### config.mk
export PLATFORM = sky130hd
export DESIGN_NAME = fcmp_mask_unit
export DESIGN_NICKNAME = d
export VERILOG_FILES = /design/src/rtl/fcmp_mask_unit.sv
export SDC_FILE = /design/constraint.sdc
export NUM_CORES = 1
export LEC_CHECK = 0
export ABC_AREA = 1
export CAP_MARGIN = 30
export CORE_AREA = 2 2 156 158
export DETAILED_ROUTE_END_ITERATION = 12
export DIE_AREA = 0 0 158 160
export GPL_TIMING_DRIVEN = 0
export PLACE_DENSITY_LB_ADDON = 0.08
export SLEW_MARGIN = 10
export SYNTH_ARGS = -nofsm -noshare
export SYNTH_HDL_FRONTEND = slang
export SYNTH_SLANG_ARGS = --single-unit
### constraint.sdc
create_clock -name clk -period 6.45 [get_ports clk]
set_clock_uncertainty 0.1 [all_clocks]
set_input_delay 1.935 -clock clk [delete_from_list [all_inputs] [get_ports clk]]
set_output_delay 1.935 -clock clk [all_outputs]
set_load 0.02 [all_outputs]
### src/rtl/fcmp_mask_unit.sv
module fcmp_mask_unit #(
  parameter int LANES = 4,
  parameter int LW    = 32
) (
  input  logic               clk,
  input  logic               rst_n,
  input  logic               in_valid,
  input  logic [LANES*LW-1:0] op_a,
  input  logic [LANES*LW-1:0] op_b,
  input  logic [2:0]         pred,
  input  logic               scalar,
  output logic               out_valid,
  output logic [LANES*LW-1:0] out_res,
  output logic [LANES-1:0]   out_sign
);
  localparam int EW = 8;
  localparam int MW = LW - EW - 1;

  logic [LANES*LW-1:0] nxt_res;
  logic [LANES-1:0]    nxt_sign;

  for (genvar i = 0; i < LANES; i++) begin : g_lane
    logic [LW-1:0] a, b;
    logic          sa, sb, nan_a, nan_b, un, zz, eq, lt;
    logic [LW-2:0] ma, mb;
    logic [3:0]    base;
    logic          hit;
    assign a     = op_a[i*LW +: LW];
    assign b     = op_b[i*LW +: LW];
    assign sa    = a[LW-1];
    assign sb    = b[LW-1];
    assign ma    = a[LW-2:0];
    assign mb    = b[LW-2:0];
    assign nan_a = (&a[LW-2:MW]) && (|a[MW-1:0]);
    assign nan_b = (&b[LW-2:MW]) && (|b[MW-1:0]);
    assign un    = nan_a | nan_b;
    assign zz    = (ma == '0) && (mb == '0);
    assign eq    = zz || (a == b);
    always_comb begin
      if (zz)            lt = 1'b0;
      else if (sa != sb) lt = sa;
      else if (sa)       lt = ma > mb;
      else               lt = ma < mb;
    end
    assign base = {un, (lt | eq) & ~un, lt & ~un, eq & ~un};
    assign hit  = base[pred[1:0]] ^ pred[2];
    if (i == 0) begin : g_cmp
      assign nxt_res[i*LW +: LW] = {LW{hit}};
      assign nxt_sign[i]         = hit;
    end else begin : g_mix
      assign nxt_res[i*LW +: LW] = scalar ? a : {LW{hit}};
      assign nxt_sign[i]         = scalar ? sa : hit;
    end
  end

  always_ff @(posedge clk) begin
    if (!rst_n) begin
      out_valid <= 1'b0;
      out_res   <= '0;
      out_sign  <= '0;
    end else begin
      out_valid <= in_valid;
      if (in_valid) begin
        out_res  <= nxt_res;
        out_sign <= nxt_sign;
      end
    end
  end
endmodule

After elaboration in Yosys (flattened, before gate mapping)

Cells that the tools add are included.

Register bits after elaboration: 133
Memory bits (read-only): 0
Memories kept: 0
Logic and storage cells: 114
Bits in latches: 0
Input bits: 263
RAM bits: 0

$mul: 0
Multiplexer cells: 26
Reduce and logical (&&, ||, !) cells: 40
Div/mod/pow operators: 0
Add/subtract/negate cells: 0
Equality and inequality tests: 8
Order comparisons: 9
Shift-type cells: 0
Bitwise operators: 28

Operators with widths:

| kind                 | number |
|---|---|
| $logic_not A31 Y1    | 8 |
| $reduce_or A23 Y1    | 8 |
| $eq A32 B32 Y1       | 4 |
| $gt A31 B31 Y1       | 4 |
| $lt A31 B31 Y1       | 4 |
| $mux W32             | 3 |
| $reduce_and A8 Y1    | 8 |
| $mux W1              | 19 |
| $and A1 B1 Y1        | 12 |
| $logic_and A1 B1 Y1  | 12 |
| $bmux W1 S2          | 4 |
| $or A1 B1 Y1         | 8 |
| $logic_or A1 B1 Y1   | 4 |
| $ne A1 B1 Y1         | 4 |
| $not A1 Y1           | 4 |
| $xor A1 B1 Y1        | 4 |
| $lt A2 B3 Y1 const B | 1 |

Logic depth before layout (Yosys ltp)

Depth in word-level cells: 10
Gate-level depth with buffers: 21
Mapped depth without buffers: 20

Worst setup path after synthesis

No wires, ideal clock.

Path kind: in2reg
Start point: in op_b[78]
End point: reg out_res[66]
Cell stages on the path: 20
Data required time: 6228 ps
Setup time: 122 ps
Data arrival time: 3507 ps
Path slack: 2721 ps
Cell sequence: inv_1 -> ha_1 -> nand2_1 -> nor2_1 -> nand3_1 -> nor2_1 -> nand2_1 -> nand2_1 -> nand2_1 -> nand2_1 -> nand2_1 -> nand2_1 -> nand2_1 -> nand2_1 -> nand2_1 -> nand2_1 -> nand2_2 -> nand3_4 -> buf_6 -> a21oi_2

Word-level cells in the longest chain between the ends: 10
Elaborated cells between the ends (all ways): 21
Those cells by class: order compare: 2; eq/ne: 1; mux: 6; bitwise: 7; reduce/logical: 5

Ends and longest elaborated chain:

| what                                             | line   | RTL |
|---|---|---|
| start, declared                                  | 9      | `input logic [LANES*LW-1:0] op_b,` |
| $lt A31 B31 Y1 or $gt A31 B31 Y1 (tied branches) | 43, 42 |  |
| $mux W1                                          | 42     | `else if (sa) lt = ma > mb;` |
| $mux W1                                          | 41     | `else if (sa != sb) lt = sa;` |
| $mux W1                                          | 40     | `if (zz) lt = 1'b0;` |
| $or A1 B1 Y1                                     | 45     | `assign base = {un, (lt \| eq) & ~un, lt & ~un, eq & ~un};` |
| $and A1 B1 Y1                                    | 45     |  |
| $bmux W1 S2 *                                    | 46     | `assign hit = base[pred[1:0]] ^ pred[2];` |
| $mux W1 (implied by the code) *                  | 46     |  |
| $xor A1 B1 Y1 *                                  | 46     |  |
| $mux W32 *                                       | 51     | `assign nxt_res[i*LW +: LW] = scalar ? a : {LW{hit}};` |
| end signal, assigned                             | 64     | `out_res <= nxt_res;` |
| end, declared                                    | 13     | `output logic [LANES*LW-1:0] out_res,` |

Mark *: on every way between the ends. The rest lies on a longest branch, timed or not. The select of a mux whose other input is x is not followed.
A chain may end at the register's enable or synchronous reset.

Worst setup path after layout

Start point: in op_a[64]
End point: reg out_res[86]

Word-level cells in the longest chain between the ends: 10
Elaborated cells between the ends (all ways): 21
Those cells by class: order compare: 2; eq/ne: 1; mux: 6; bitwise: 7; reduce/logical: 5

Ends and longest elaborated chain:

| what                                             | line   | RTL |
|---|---|---|
| start, declared                                  | 8      | `input logic [LANES*LW-1:0] op_a,` |
| $lt A31 B31 Y1 or $gt A31 B31 Y1 (tied branches) | 43, 42 |  |
| $mux W1                                          | 42     |  |
| $mux W1                                          | 41     |  |
| $mux W1                                          | 40     |  |
| $or A1 B1 Y1                                     | 45     |  |
| $and A1 B1 Y1                                    | 45     |  |
| $bmux W1 S2 *                                    | 46     |  |
| $mux W1 (implied by the code) *                  | 46     |  |
| $xor A1 B1 Y1 *                                  | 46     |  |
| $mux W32 *                                       | 51     |  |

Marks and branches as above.

==> results.sh <==
export IMPL_relSlewSlack_pct=55.4
export IMPL_cts_sinks=98
export IMPL_area_growth_pct=50.0
export IMPL_ir_drop_mv=0.118
export IMPL_antenna_found_initial=2
export IMPL_clockRootBuffer="clkbuf_16"
export IMPL_cts_buffers=9
export IMPL_status="finished, final reports clean"
export IMPL_finalSetupTns_ns=0
export IMPL_critPathMaxFanout=10
export IMPL_hold_viol_final=0
export IMPL_met1_usage_pct=32.4
export IMPL_grt_met3_usage_pct=4.59
export IMPL_pre_cts_ws_ns=1.74
export IMPL_dpl_hpwl_um=28300
export IMPL_cp_end_kind="flop"
export IMPL_dieWidth_um=158
export IMPL_wirelength_um=33500
export IMPL_fmax_mhz=228
export IMPL_p_per_area_mw_per_mm2=152
export IMPL_die_area_mm2=0.0253
export IMPL_drt_iter0_markers=471
export IMPL_drt_pass1_iterations=5
export IMPL_finalNonFillerCells=2169
export IMPL_cts_tree="done"
export IMPL_grt_pass1_wl_um=51700
export IMPL_ys_seq_area_share_pct=21.1
export IMPL_cts_resized=0
export IMPL_fin_ws_ns=2.07
export IMPL_grt_busiest_layer="met2"
export IMPL_grt_pass1_vias=10200
export IMPL_syn_num_nets=1822
export IMPL_coreArea_mm2=0.0238
export IMPL_path_cells="clkdlybuf4s50_1 > inv_1 > ha_1 > nand4_1 > nor4_1 > nand3_1 > nand3_1 > inv_1 > nand2_1 > nand2_1 > nand2_1 > nand2_2 > nand3_4 > buf_6 > a21oi_2"
export IMPL_min_period_ns=4.38
export IMPL_ys_warn_count=0
export IMPL_overflow=0
export IMPL_grt_max_degree=21
export IMPL_wl_per_cell_um=15.4
export IMPL_grtUsageTotal_pct=25.5
export IMPL_rrSetupSlack_ns=5.35
export IMPL_gp_congestion=0.887
export IMPL_cp_top_family="simple AND/OR/NAND/NOR gates"
export IMPL_met2_usage_pct=43.9
export IMPL_cpMostUsedCell="nand2_1"
export IMPL_ant_nets=0
export IMPL_yosysUniqueCellTypes=29
export IMPL_initial_core_util_pct=39.0
export IMPL_cts_hold_buf=0
export IMPL_viasPerCell=4.98
export IMPL_synth_area_per_cell_um2=6.48
export IMPL_setup_worst_path_class="input port to flop"
export IMPL_synth_seq_cells=98
export IMPL_postCtsSetupRepairBufs=0
export IMPL_setup_violations=0
export IMPL_critPathBufInv=4
export IMPL_insertion_delay_ns=0.35
export IMPL_placedCellCount=2151
export IMPL_fin_nets=2225
export IMPL_portBuffers=391
export IMPL_netlist_instances=1435
export IMPL_htreeDepth=3
export IMPL_hold_path_class="flop to flop"
export IMPL_placed_cell_area_mm2=0.0136
export IMPL_critPathLaunchType="input port"
export IMPL_layout_drive_gt1_share_pct=5.81
export IMPL_drc_errors=0
export IMPL_crit_arrival_ns=4.50
export IMPL_cts_buffer_depth=2
export IMPL_leakage_nw=6.31
export IMPL_clkTransAtPathRegs_ns=0.07
export IMPL_slowest_delay_ns=0.61
export IMPL_std_cell_rows=57
export IMPL_slowest_stage="clkdlybuf4s50_1"
export IMPL_slew_viol_final=0
export IMPL_ioPinCount=396
export IMPL_vias=10800
export IMPL_worst_slew_pin_slew_ns=0.669
export IMPL_synth_cell_area_mm2=0.00930
export IMPL_power_w=0.00213
export IMPL_fin_area_mm2=0.0139
export IMPL_worstPathRequired_ns=6.58
export IMPL_die_y_um=160
export IMPL_min_period_over_period_pct=67.9
export IMPL_cap_viol_max_count=0
export IMPL_n_fill_cell=2356
export IMPL_rsz0062_at_grt="no"
==> final cells by class <==
class	instances	area [um2]	share of cell area, %
Clock inverter	6	72.6	0.520
Clock buffer	10	239	1.71
Tap cell	324	405	2.91
Sequential cell	98	1960	14.1
Antenna cell	2	5.00	0.0359
Multi-Input combinational cell	1048	6050	43.4
Buffer	88	531	3.80
Timing Repair Buffer	392	3930	28.2
Inverter	201	754	5.41
==> cells in the final DEF, fill, tap and decap left out, drive strengths merged <==
cell type,synthesis,routed
clkdlybuf4s50,0,391
nand2,248,248
a21oi,245,245
inv,200,202
nor2,143,143
ha,124,124
o21ai,104,104
dfxtp,98,98
nand4,76,76
clkbuf,42,52
buf,46,47
nand3,45,45
nor3,29,29
nor4,15,15
a21o,7,7
xor2,4,4
o21a,4,4
clkinv,1,3
diode,0,2
nor3b,1,1
and3,1,1
or2,1,1
nor4b,1,1
bufinv,0,1
clkinvlp,0,1
==> synth_stat cells, drive strengths merged <==
master | count | area, um2
and3 | 1 | 6.26
o21ai | 104 | 521
or2 | 1 | 6.26
buf | 46 | 373
nor2 | 143 | 537
clkinv | 1 | 3.75
nand4 | 76 | 475
xor2 | 4 | 35.0
nor3 | 29 | 155
nand3 | 45 | 268
a21o | 7 | 52.6
nor4 | 15 | 93.8
dfxtp | 98 | 1960
inv | 200 | 751
a21oi | 245 | 1370
nor3b | 1 | 12.5
clkbuf | 42 | 158
nand2 | 248 | 933
nor4b | 1 | 8.76
ha | 124 | 1550
o21a | 4 | 30.0
==> registers in the layout (all words and copies together) (netlist names) <==
| signal | count |
|---|---|
| out_res | 97 |
| out_valid | 1 |
==> worst reg2reg max path: cells and delay by family, from the launching register on <==
| kind | cells | cell delay (ns) |
|---|---|---|
| simple gates | 1 | 0.05 |
| compound gates | 1 | 0.18 |
| flops | 1 | 0.69 |
| buf+inv | 1 | 0.04 |
==> where the power goes <==
group,switching [W],internal [W]
clock,0.000253,0.000316
combinational,0.000451,0.000426
sequential,0.0000276,0.000653
==> final timing paths <==
check                      end         start  cells after the start
setup / recovery   out_res[86]      op_a[64]                     15
hold / removal    out_res[119]  out_res[119]                      2
setup reg to reg   out_res[31]   out_res[31]                      3
hold reg to reg   out_res[119]  out_res[119]                      2
==> routing by layer <==
layer | up-vias | wire, um
met5 | - | 0
met4 | 0 | 809
met3 | 37 | 2170
met2 | 337 | 15800
met1 | 4806 | 14700
li1 | 5627 | -
==> stage by stage <==
step                hold WS [ns]  util (%)
floorplan                  0.494         -
global placement           0.402      57.2
detailed placement         0.412      57.2
CTS                        0.431      58.5
global route               0.446      58.6
finish                     0.423      58.6
==> kinds of logic after synthesis <==
family / Yosys count / synth area share (%)
buffers and inverters: 289 / 13.8
DFF: 98 / 21.1
adders and majority gates: 124 / 16.7
and+or+nand+nor: 560 / 26.8
xor gates and xnor gates: 4 / 0.377
AOI/OAI and AO/OA: 360 / 21.2
No activity file was read; power rests on OpenSTA's default activity.
